File: config.mk
export PLATFORM = sky130hd
export DESIGN_NAME = serial_cmd_rx
export DESIGN_NICKNAME = d
export VERILOG_FILES = /design/src/rtl/sercmd_pkg.sv /design/src/rtl/sercmd_sync.sv /design/src/rtl/sercmd_shift.sv /design/src/rtl/sercmd_out.sv /design/src/rtl/serial_cmd_rx.sv
export SDC_FILE = /design/constraint.sdc
export NUM_CORES = 1
export LEC_CHECK = 0
export BUFFER_PORTS_ARGS = -buffer_cell sky130_fd_sc_hd__buf_2
export CAP_MARGIN = 20
export CORE_MARGIN = 2
export CORE_UTILIZATION = 40
export DETAILED_ROUTE_END_ITERATION = 12
export GPL_TIMING_DRIVEN = 0
export PLACE_DENSITY = 0.64
export SLEW_MARGIN = 20
export SYNTH_ARGS = -nofsm -noshare
export SYNTH_HDL_FRONTEND = slang
export SYNTH_SLANG_ARGS = --single-unit
File: constraint.sdc
create_clock -name clk -period 2.97 [get_ports clk]
set_clock_uncertainty 0.1 [all_clocks]
set_input_delay 0.4455 -clock clk [delete_from_list [all_inputs] [get_ports clk]]
set_output_delay 0.4455 -clock clk [all_outputs]
set_load 0.01 [all_outputs]
File: src/rtl/sercmd_pkg.sv
package sercmd_pkg;
    localparam int CTRL_W  = 8;
    localparam int DATA_W  = 16;
    localparam int FRAME_W = CTRL_W + DATA_W;
    localparam int CNT_W   = $clog2(FRAME_W + 1);

    typedef struct packed {
        logic [CTRL_W-1:0] ctrl;
        logic [DATA_W-1:0] data;
    } frame_t;

    typedef struct packed {
        logic cs_n;
        logic sclk;
        logic sdi;
    } pins_t;

    localparam pins_t PINS_IDLE = '{cs_n: 1'b1, sclk: 1'b0, sdi: 1'b0};

    function automatic frame_t split_frame(input logic [FRAME_W-1:0] word);
        return frame_t'(word);
    endfunction
endpackage

File: src/rtl/sercmd_sync.sv
module sercmd_sync #(
    parameter int          WIDTH   = 3,
    parameter int          STAGES  = 2,
    parameter logic [WIDTH-1:0] RST_VAL = '0
) (
    input  logic             clk,
    input  logic             rst,
    input  logic [WIDTH-1:0] d,
    output logic [WIDTH-1:0] q
);
    logic [WIDTH-1:0] chain [STAGES];

    for (genvar s = 0; s < STAGES; s++) begin : g_stage
        always_ff @(posedge clk) begin
            if (rst)
                chain[s] <= RST_VAL;
            else if (s == 0)
                chain[s] <= d;
            else
                chain[s] <= chain[(s == 0) ? 0 : s-1];
        end
    end

    assign q = chain[STAGES-1];
endmodule

File: src/rtl/sercmd_shift.sv
module sercmd_shift
    import sercmd_pkg::*;
(
    input  logic               clk,
    input  logic               rst,
    input  logic               cs_active,
    input  logic               sclk_fall,
    input  logic               sdi,
    output logic [CNT_W-1:0]   bit_cnt,
    output logic               frame_done,
    output logic [FRAME_W-1:0] frame_word
);
    localparam logic [CNT_W-1:0] LAST = CNT_W'(FRAME_W - 1);
    localparam logic [CNT_W-1:0] FULL = CNT_W'(FRAME_W);

    logic [FRAME_W-1:0] shreg;
    logic               take;

    assign take = cs_active && sclk_fall && (bit_cnt != FULL);

    always_ff @(posedge clk) begin
        if (rst || !cs_active) begin
            bit_cnt <= '0;
            shreg   <= '0;
        end else if (take) begin
            shreg   <= {shreg[FRAME_W-2:0], sdi};
            bit_cnt <= bit_cnt + 1'b1;
        end
    end

    assign frame_done = take && (bit_cnt == LAST);
    assign frame_word = {shreg[FRAME_W-2:0], sdi};
endmodule

File: src/rtl/sercmd_out.sv
module sercmd_out
    import sercmd_pkg::*;
(
    input  logic               clk,
    input  logic               rst,
    input  logic               frame_done,
    input  logic [FRAME_W-1:0] frame_word,
    input  logic               cs_active,
    input  logic               ready_en,
    output logic               frame_valid,
    output logic [CTRL_W-1:0]  ctrl,
    output logic [DATA_W-1:0]  data,
    output logic               next_sel_n
);
    frame_t held;

    always_ff @(posedge clk) begin
        if (rst) begin
            held        <= '0;
            frame_valid <= 1'b0;
            next_sel_n  <= 1'b1;
        end else begin
            frame_valid <= frame_done;
            if (frame_done)
                held <= split_frame(frame_word);
            if (!cs_active)
                next_sel_n <= 1'b1;
            else if (frame_done && ready_en)
                next_sel_n <= 1'b0;
        end
    end

    assign ctrl = held.ctrl;
    assign data = held.data;
endmodule

File: src/rtl/serial_cmd_rx.sv
module serial_cmd_rx
    import sercmd_pkg::*;
#(
    parameter int SYNC_STAGES = 2
) (
    input  logic              clk,
    input  logic              rst,
    input  logic              cs_n,
    input  logic              sclk,
    input  logic              sdi,
    input  logic              ready_en,
    output logic              frame_valid,
    output logic [CTRL_W-1:0] ctrl,
    output logic [DATA_W-1:0] data,
    output logic              next_sel_n
);
    pins_t              raw_pins;
    pins_t              sync_pins;
    logic               sclk_prev;
    logic               sclk_fall;
    logic               cs_active;
    logic [CNT_W-1:0]   bit_cnt;
    logic               frame_done;
    logic [FRAME_W-1:0] frame_word;

    assign raw_pins = '{cs_n: cs_n, sclk: sclk, sdi: sdi};

    sercmd_sync #(
        .WIDTH   ($bits(pins_t)),
        .STAGES  (SYNC_STAGES),
        .RST_VAL (PINS_IDLE)
    ) u_sync (
        .clk (clk),
        .rst (rst),
        .d   (raw_pins),
        .q   (sync_pins)
    );

    always_ff @(posedge clk) begin
        if (rst)
            sclk_prev <= 1'b0;
        else
            sclk_prev <= sync_pins.sclk;
    end

    assign sclk_fall = sclk_prev && !sync_pins.sclk;
    assign cs_active = !sync_pins.cs_n;

    sercmd_shift u_shift (
        .clk        (clk),
        .rst        (rst),
        .cs_active  (cs_active),
        .sclk_fall  (sclk_fall),
        .sdi        (sync_pins.sdi),
        .bit_cnt    (bit_cnt),
        .frame_done (frame_done),
        .frame_word (frame_word)
    );

    sercmd_out u_out (
        .clk         (clk),
        .rst         (rst),
        .frame_done  (frame_done),
        .frame_word  (frame_word),
        .cs_active   (cs_active),
        .ready_en    (ready_en),
        .frame_valid (frame_valid),
        .ctrl        (ctrl),
        .data        (data),
        .next_sel_n  (next_sel_n)
    );
endmodule

==> results.json, run 1 <==
{
  "numClockSinks": 61,
  "io_buffers": 31,
  "postCtsHoldBufs": 0,
  "die_y_microns": 81.84,
  "clk_pin_slew_ns": 0.06,
  "hold_slack_ns": 0.1930,
  "drive_gt1_frac": 0.1957,
  "synth-seq-cells": 61,
  "cts_tree": "done",
  "synth_area_sq_um": 2424,
  "synthCells": 234,
  "synth_top_family_by_area": "simple AND/OR/NAND/NOR gates",
  "async_reset_ff_frac": 0,
  "avgSynthCellArea_sq_um": 10.36,
  "synth-simple-area-share": 0.2344,
  "finalSetupViolations": 0,
  "r2r.worst_path.cells": 5,
  "post_cts_resized": 0,
  "startpoint_type": "flip-flop",
  "grt_first_pass_wirelength_mm": 7.169,
  "grt_pass1_vias": 1552,
  "antenna_found_initial": 0,
  "die_area_sq_um": 6698,
  "total_power_mw": 1.572,
  "dp_hpwl_mm": 2.978,
  "cts_root_buffer": "clkbuf_8",
  "grt_max_degree": 11,
  "cts_buffer_depth": 2,
  "synth-edff-count": 0,
  "synth_compound_gate_area_share": 0.02323,
  "hold_end": "u_sync.chain[0][2]",
  "wl_mm": 4.278,
  "crit_arrival_ns": 2.26,
  "setup_ws_ns": 0.8648,
  "fin_nets": 284,
  "period_share": 0.7088,
  "reg2reg_slack_ns": 0.86,
  "start_util": 0.4118,
  "drt_iter0_drc": 97,
  "yosysWarningCount": 0,
  "slowest_delay_ns": 0.57,
  "cts_buffers": 9,
  "postPlaceCellArea_sq_um": 2673,
  "syn_to_final_growth_pct": 18.17,
  "track_usage": 0.1445,
  "rows": 28,
  "status": "complete, no violations",
  "htree_num_levels": 3,
  "synth_top_area_share": 0.5039,
  "crit_family": "simple AND/OR/NAND/NOR gates",
  "fmax_mhz": 475.0,
  "cts_setup_buffers": 0,
  "synthMuxAreaShare": 0.1941,
  "cp-end-kind": "flip-flop",
  "viasPerCell": 4.610,
  "avgRoutedWirePerCell_microns": 12.02,
  "post-route-min-period_ns": 2.105,
  "slew_violations": 0,
  "yosys_most_used_dff": "dfxtp_1",
  "yosys.area.top_type": "dfxtp_1",
  "dieWidth_microns": 81.84,
  "clock_latency_ns": 0.33,
  "slew_headroom": 0.5641,
  "crit_required_ns": 3.13,
  "synth.area.top_cells": "dfxtp_1 (50%), mux2i_1 (19%), nand2b_1 (12%)",
  "crit_type": "flip-flop to flip-flop",
  "antenna_left": 0,
  "synth_common_cells": "dfxtp_1 (61), nand2b_1 (48), mux2i_1 (47)",
  "worstMarginPinSlew_ns": 0.6490,
  "pre_cts_ws_ns": 0.8540,
  "powerDensity_nw_per_um2": 548.9,
  "antenna_cells": 0,
  "routabilityCongestion": 0.7347,
  "vdd_drop_max_mv": 0.2386,
  "holdPathStages": 2,
  "hp-start": "cs_n",
  "post-synth-top-count-cell": "dfxtp_1",
  "fin_area_sq_um": 2864,
  "ioPinCount": 32,
  "cp_num_buf_inv": 2,
  "dr.pass1.iters": 4,
  "tns_ns": 0,
  "drc": 0,
  "synth_nets": 242,
  "p_leak_nw": 1.017,
  "hp-class": "input port to flip-flop",
  "synthDistinctLibCells": 28,
  "max_cap_violations": 0,
  "core-area_sq_um": 5886,
  "synth_xor_area_frac": 0,
  "timing.rr.end": "u_out.data[10]",
  "path_cells": "or3b_1 > buf_2 > nor4_4 > buf_6 > mux2i_1",
  "critPathMaxFanout": 10,
  "rsz0062_at_grt": "false",
  "overflow": 0,
  "regToRegStartpoint": "u_sync.chain[1][2]",
  "vias": 1641,
  "synth-adder-area-share": 0.01033,
  "hold_violations": 0,
  "critical-path-slowest-cell": "nor4_4",
  "yosysSeqAreaShare": 0.5039
}
## where the power goes
group	switching, mW	internal [mW]
registers	0.00199	0.822
logic	0.0172	0.0171
clock network	0.309	0.404
total	0.328	1.24
## sequential cells by signal, summed over array words and instances (netlist names)
signal             count
u_shift.bit_cnt        5
u_shift.shreg         23
u_out.next_sel_n       1
u_out.data            16
sclk_prev              1
u_sync.chain           6
u_out.ctrl             8
u_out.frame_valid      1
## how the worst max path moves through the flow
stage / slack, ns / endpoint / cells past startpoint / start
finish: 0.86 / u_out.data[10] / 5 / u_sync.chain[1][2]
floorplan: 1.12 / u_out.ctrl[2] / 5 / u_sync.chain[1][2]
global placement: 0.85 / u_out.ctrl[2] / 5 / u_sync.chain[1][2]
CTS: 0.83 / u_out.data[10] / 5 / u_sync.chain[1][2]
global route: 0.69 / u_out.ctrl[6] / 5 / u_sync.chain[1][2]
detailed placement: 0.85 / u_out.data[2] / 5 / u_sync.chain[1][2]
## cell families after synthesis
kind of cell             count (synthesis)
AND/OR/NAND/NOR                         98
flip-flops                              61
multiplexers                            47
buffers and inverters                   17
AO/OA/AOI/OAI                            9
adder cells (fa/ha/maj)                  2
## metal layers
metal	vias up	wire (microns)	GRT usage	share of wire
li1	861	-	-	-
met1	746	2079	0.1827	0.49
met2	28	1950	0.2244	0.46
met3	6	180	0.04615	0.042
met4	0	68	0.06500	0.016
met5	-	0	0	0
## layout make-up
class | count | area (sq um)
timing repair buffer | 31 | 155.1
multi-input combinational | 156 | 1120
inverter | 3 | 11.26
buffer | 14 | 71.32
clock buffer | 11 | 141.4
sequential | 61 | 1221
fill | 560 | 3022
clock inverter | 5 | 50.05
tap | 75 | 93.84
## cell usage in the layout (no fill, tap or decap), drive strengths merged, types with 2 or more instances in the layout
master and n:
a21boi 3, buf 36, clkbuf 20, clkinv 4, dfxtp 61, ha 2
inv 3, mux2i 47, nand2 26, nand2b 48, nand3 2, nand4 3
nor2 2, nor2b 6, o21ai 5, or2 2, or3 2
## through the flow
| stage | util | std cells |
|---|---|---|
| 2_1_floorplan | - | 234 |
| 3_3_place_gp | 0.4541 | 340 |
| 3_5_place_dp | 0.4541 | 340 |
| 4_1_cts | 0.4866 | 356 |
| 5_1_grt | 0.4866 | 356 |
| 6_report | 0.4866 | 356 |
No activity file was read; power rests on OpenSTA's default activity.
==> run 2, diff against run 1 <==
--- a/config.mk
+++ b/config.mk
@@ -11,7 +11,7 @@
 export CORE_UTILIZATION = 40
 export DETAILED_ROUTE_END_ITERATION = 12
 export GPL_TIMING_DRIVEN = 0
-export PLACE_DENSITY = 0.64
+export PLACE_DENSITY = 0.66
 export SLEW_MARGIN = 20
 export SYNTH_ARGS = -nofsm -noshare
 export SYNTH_HDL_FRONTEND = slang
==> constraint.sdc (replaced) <==
create_clock -name clk -period 1.8 [get_ports clk]
set_clock_uncertainty 0.1 [all_clocks]
set_input_delay 0.27 -clock clk [delete_from_list [all_inputs] [get_ports clk]]
set_output_delay 0.27 -clock clk [all_outputs]
set_load 0.01 [all_outputs]
==> run 2 against run 1 <==
Against the previous run: register-to-register slack worse by 0.80 ns; via count up 5.2%; count of clock-buffer cells in the layout decreased by 1; routed wire length grew 7.7%; sequential share of layout area fell by 2.1 points; total power is 68% higher; final cell count is 3.1% higher; highest routed layer unchanged.
==> results.json, run 2 (same netlist as run 1, synthesis figures left out) <==
{
  "status": "complete, no violations",
  "slew_headroom": 0.6853,
  "dp_hpwl_mm": 2.993,
  "hold_end": "u_out.next_sel_n",
  "largest_register_ffs": 23,
  "startpoint_type": "flip-flop",
  "track_usage": 0.1576,
  "antenna_found_initial": 0,
  "finalSetupViolations": 0,
  "pre_cts_ws_ns": -0.2665,
  "met3_usage": 0.04396,
  "critPathMaxFanout": 7,
  "fmax_mhz": 578.0,
  "syn_to_final_growth_pct": 24.52,
  "postPlaceCellArea_sq_um": 2673,
  "hp-class": "input port to flip-flop",
  "critical-path-slowest-cell": "or3b_1",
  "clk_pin_slew_ns": 0.07,
  "layout_common_cells": "dfxtp_1 (59), nand2b_1 (48), mux2i_1 (47)",
  "hold_violations": 0,
  "grt_busiest_layer": "met2",
  "rsz0062_at_grt": "false",
  "path_cells": "or3b_1 > buf_6 > nor4_4 > buf_6 > buf_12 > buf_4 > mux2i_1",
  "drive_gt1_frac": 0.2329,
  "grt_pass1_vias": 1629,
  "clock_latency_ns": 0.34,
  "overflow": 0,
  "path_common_cell": "buf_6",
  "htree_num_levels": 3,
  "antenna_cells": 0,
  "io_buffers": 31,
  "slew_violations": 0,
  "reg2reg_slack_ns": 0.07,
  "wl_mm": 4.609,
  "cts_root_buffer": "clkbuf_8",
  "total_power_mw": 2.641,
  "fin_nets": 295,
  "use_met2": 0.2390,
  "numClockSinks": 61,
  "die_area_sq_um": 6698,
  "crit_arrival_ns": 1.90,
  "hp-start": "ready_en",
  "regToRegStartpoint": "u_sync.chain[1][2]",
  "slowest_delay_ns": 0.38,
  "vdd_drop_max_mv": 0.5286,
  "routabilityCongestion": 0.6779,
  "crit_required_ns": 1.97,
  "powerDensity_nw_per_um2": 875.1,
  "grt_use_met1": 0.1982,
  "start_util": 0.4118,
  "cts_tree": "done",
  "cp-end-kind": "flip-flop",
  "final_common_cell": "dfxtp_1",
  "die_y_microns": 81.84,
  "grt_max_degree": 12,
  "ioPinCount": 32,
  "rows": 28,
  "dieWidth_microns": 81.84,
  "max_cap_violations": 0,
  "timing.rr.end": "u_out.ctrl[7]",
  "holdPathStages": 2,
  "avgRoutedWirePerCell_microns": 12.56,
  "post-route-min-period_ns": 1.730,
  "cts_buffer_depth": 2,
  "drt_iter0_drc": 97,
  "r2r.worst_path.cells": 7,
  "p_leak_nw": 1.078,
  "worstMarginPinSlew_ns": 0.4710,
  "grt_first_pass_wirelength_mm": 7.652,
  "drc": 0,
  "nFillCells": 541,
  "hold_slack_ns": 0.04211,
  "setup_ws_ns": 0.06979,
  "fin_area_sq_um": 3018,
  "antenna_left": 0,
  "vias": 1727,
  "viasPerCell": 4.706,
  "core-area_sq_um": 5886,
  "cts_buffers": 9,
  "top_register": "u_shift.shreg",
  "crit_type": "flip-flop to flip-flop",
  "dr.pass1.iters": 4,
  "period_share": 0.9612
}
run 2: layout make-up:
class,count,area (sq um),area share
Buffer,14,107.6,0.03566
Clock buffer,10,137.6,0.04561
Timing Repair Buffer,42,256.5,0.08499
Sequential cell,61,1224,0.4055
Multi-Input combinational cell,156,1125,0.3727
Tap cell,75,93.84,0.03109
Clock inverter,6,62.56,0.02073
Inverter,3,11.26,0.003731
run 2: stage by stage:
stage | cells | util | TNS [ns]
6_report | 367 | 0.5128 | 0
5_1_grt | 367 | 0.5128 | 0
4_1_cts | 364 | 0.5074 | 0
3_5_place_dp | 340 | 0.4541 | -7.477
3_3_place_gp | 340 | 0.4541 | -6.809
2_1_floorplan | 234 | - | 0
run 2: worst max-delay path by stage:
stage	from	end	cells after the start	slack [ns]
final	u_sync.chain[1][2]	u_out.ctrl[7]	7	0.07
after global routing	u_sync.chain[1][2]	u_out.ctrl[7]	7	0.02
after CTS	u_sync.chain[1][2]	u_out.ctrl[7]	7	0.02
after detailed placement	u_sync.chain[1][2]	u_out.data[9]	5	-0.27
after global placement	u_sync.chain[1][2]	u_out.ctrl[2]	5	-0.25
after floorplan	u_sync.chain[1][2]	u_out.ctrl[2]	5	0.02
run 2: repair_timing:
item,4_1_cts,5_1_grt
resized for setup,11,3
endpoints found under the setup margin,45,43
hold buffers,1,0
buffers inserted,7,3
hold endpoints to repair,1,0
pin swaps,1,2
run 2: routing by layer:
metal  part of all wire  vias up
met3              0.033       11
met1               0.49      801
met4              0.027        0
met2               0.45       28
li1                   -      887
met5                  0        -
run 2: power breakdown:
part           total [mW]  internal, mW  switching, mW  leakage, nW
sequential           1.36          1.36        0.00248        0.493
clock                1.22         0.671          0.550       0.0943
combinational      0.0620        0.0317         0.0303        0.491
run 2: critical path, delay by kind of cell (launching register included):
family	cells	cell delay, ns
mux	1	0.16
flops	1	0.32
buf+inv	4	0.54
simple gates	2	0.53
==> run 3, diff against run 2 <==
--- a/config.mk
+++ b/config.mk
@@ -12,7 +12,9 @@
 export DETAILED_ROUTE_END_ITERATION = 12
 export GPL_TIMING_DRIVEN = 0
 export PLACE_DENSITY = 0.66
+export REMOVE_ABC_BUFFERS = 1
 export SLEW_MARGIN = 20
 export SYNTH_ARGS = -nofsm -noshare
 export SYNTH_HDL_FRONTEND = slang
+export SYNTH_HIERARCHICAL = 1
 export SYNTH_SLANG_ARGS = --single-unit
==> run 3 against run 2 <==
Against the previous run: clock power shrank 19%; sequential share of layout area grew 4.2 points; register-to-register slack is essentially flat; core utilization shrank 1.4 points; routed wire length shrank 11%; die area shrank 5.9%; final cell count shrank 9.8%; via count shrank 11%; fmax is essentially flat; largest power group unchanged; combinational power shrank 40%.
==> results.json, run 3 <==
{
  "status": "complete, no violations",
  "yosys.area.top_type": "dfxtp_1",
  "io_buffers": 31,
  "post-route-min-period_ns": 1.731,
  "worstSetupStartpoint": "sclk_prev",
  "grt_max_degree": 36,
  "yosysWarningCount": 6,
  "avgRoutedWirePerCell_microns": 12.42,
  "crit_arrival_ns": 1.82,
  "antenna_cells": 0,
  "slew_headroom": 0.5662,
  "regToRegStartpoint": "sclk_prev",
  "critPathMaxFanout": 7,
  "cts_buffer_depth": 2,
  "post-synth-top-count-cell": "dfxtp_1",
  "grt_first_pass_wirelength_mm": 6.555,
  "fin_nets": 263,
  "synthDistinctLibCells": 26,
  "track_usage": 0.1369,
  "hp-class": "input port to flip-flop",
  "finalSetupViolations": 0,
  "cts_root_buffer": "clkbuf_8",
  "grt_pass1_vias": 1438,
  "vias": 1536,
  "pre_cts_ws_ns": -0.2157,
  "synth_top_area_share": 0.5371,
  "dieWidth_microns": 79.39,
  "dr.pass1.iters": 4,
  "cts_tree": "done",
  "max_cap_violations": 0,
  "hp-start": "cs_n",
  "setup_ws_ns": 0.06934,
  "numClockSinks": 61,
  "drive_gt1_frac": 0.2625,
  "worstMarginPinSlew_ns": 0.6507,
  "slew_violations": 0,
  "yosys_most_used_dff": "dfxtp_1",
  "layout_common_cells": "dfxtp_1 (58), mux2i_1 (47), buf_2 (31)",
  "antenna_left": 0,
  "synth.area.top_cells": "dfxtp_1 (54%), mux2i_1 (21%), nand2_1 (4.6%)",
  "period_share": 0.9615,
  "final_common_cell": "dfxtp_1",
  "synth_area_sq_um": 2273,
  "largest_register_ffs": 23,
  "cts_buffers": 9,
  "synth-edff-count": 0,
  "fmax_mhz": 577.8,
  "yosysSeqAreaShare": 0.5371,
  "core-area_sq_um": 5507,
  "antenna_found_initial": 0,
  "clock_latency_ns": 0.33,
  "postCtsHoldBufs": 0,
  "drt_iter0_drc": 78,
  "p_leak_nw": 1.029,
  "startpoint_type": "flip-flop",
  "synth-seq-cells": 61,
  "vdd_drop_max_mv": 0.5975,
  "rsz0062_at_grt": "true",
  "dp_hpwl_mm": 2.436,
  "ioPinCount": 32,
  "hold_violations": 0,
  "crit_required_ns": 1.89,
  "hold_slack_ns": 0.02048,
  "viasPerCell": 4.640,
  "cp-end-kind": "flip-flop",
  "synth_common_cells": "dfxtp_1 (61), mux2i_1 (47), nand2_1 (28)",
  "overflow": 0,
  "synthCells": 211,
  "avgSynthCellArea_sq_um": 10.77,
  "crit_type": "flip-flop to flip-flop",
  "rows": 27,
  "top_register": "u_shift/shreg",
  "drc": 0,
  "die_y_microns": 79.39,
  "htree_num_levels": 3,
  "clk_pin_slew_ns": 0.06,
  "async_reset_ff_frac": 0,
  "routabilityCongestion": 0.6802,
  "powerDensity_nw_per_um2": 867.4,
  "syn_to_final_growth_pct": 20.80,
  "start_util": 0.4129,
  "wl_mm": 4.112,
  "die_area_sq_um": 6303
}
==> run 3: layout make-up <==
type | instances | area [sq um]
Timing Repair Buffer | 44 | 286.5
Sequential cell | 61 | 1230
Fill cell | 525 | 2760
Multi-Input combinational cell | 134 | 962.2
Clock buffer | 13 | 148.9
Clock inverter | 2 | 10.01
Tap cell | 72 | 90.09
Inverter | 5 | 18.77
==> run 3: path summary, 6_finish.rpt <==
| check | slack (ns) | to | cells past startpoint |
|---|---|---|---|
| worst max register to register | 0.07 | u_out/data[12] | 7 |
| worst min register to register | 0.31 | u_sync/chain[1][2] | 1 |
| worst min-delay path | 0.02 | u_sync/chain[0][2] | 2 |
| worst max-delay path | 0.07 | u_out/data[12] | 7 |
==> run 3: per-stage QoR <==
| step | area, sq um | instances | TNS [ns] | utilization | total power, mW |
|---|---|---|---|---|---|
| after floorplan | 2157 | 199 | -54.09 | - | 1.402 |
| after global placement | 2402 | 302 | -103.09 | 0.4363 | 1.422 |
| after detailed placement | 2455 | 307 | -2.229 | 0.4458 | 1.426 |
| after CTS | 2658 | 325 | 0 | 0.4826 | 2.423 |
| after global routing | 2746 | 331 | -0.4637 | 0.4988 | 2.494 |
| final | 2746 | 331 | 0 | 0.4988 | 2.382 |
==> run 3: critical path, cell delays in order (launching register included) <==
cell,delay [ns]
dfxtp_1,0.32
nor2b_4,0.17
nand4_1,0.18
nor3b_4,0.28
buf_6,0.16
buf_8,0.13
mux2i_1,0.20
nor2_1,0.05
==> run 3: per-layer routing <==
layer,part of all wire,wire [microns],track usage
met4,0.0088,36,0.04655
met5,0,0,0
met1,0.46,1888,0.1591
met2,0.48,1994,0.2195
met3,0.047,192,0.06787
==> run 3: repair_timing <==
item	4_1_cts	5_1_grt
pin swaps	2	5
resized for setup	6	11
endpoints found under the setup margin	23	23
buffers inserted	3	5
cloned	0	1
==> run 3: power by group <==
group | switching (mW) | total (mW) | internal [mW]
combinational | 0.0246 | 0.0370 | 0.0124
sequential | 0.00271 | 1.36 | 1.35
clock | 0.462 | 0.988 | 0.526
==> run 3: cells by family after synthesis <==
logic type	after synthesis	share of synthesized area
buffers and inverters	17	0.05944
DFF	61	0.5371
and+or+nand+nor	76	0.1629
muxes	47	0.2069
adders and majority gates	2	0.01101
AOI/OAI and AO/OA	8	0.02256
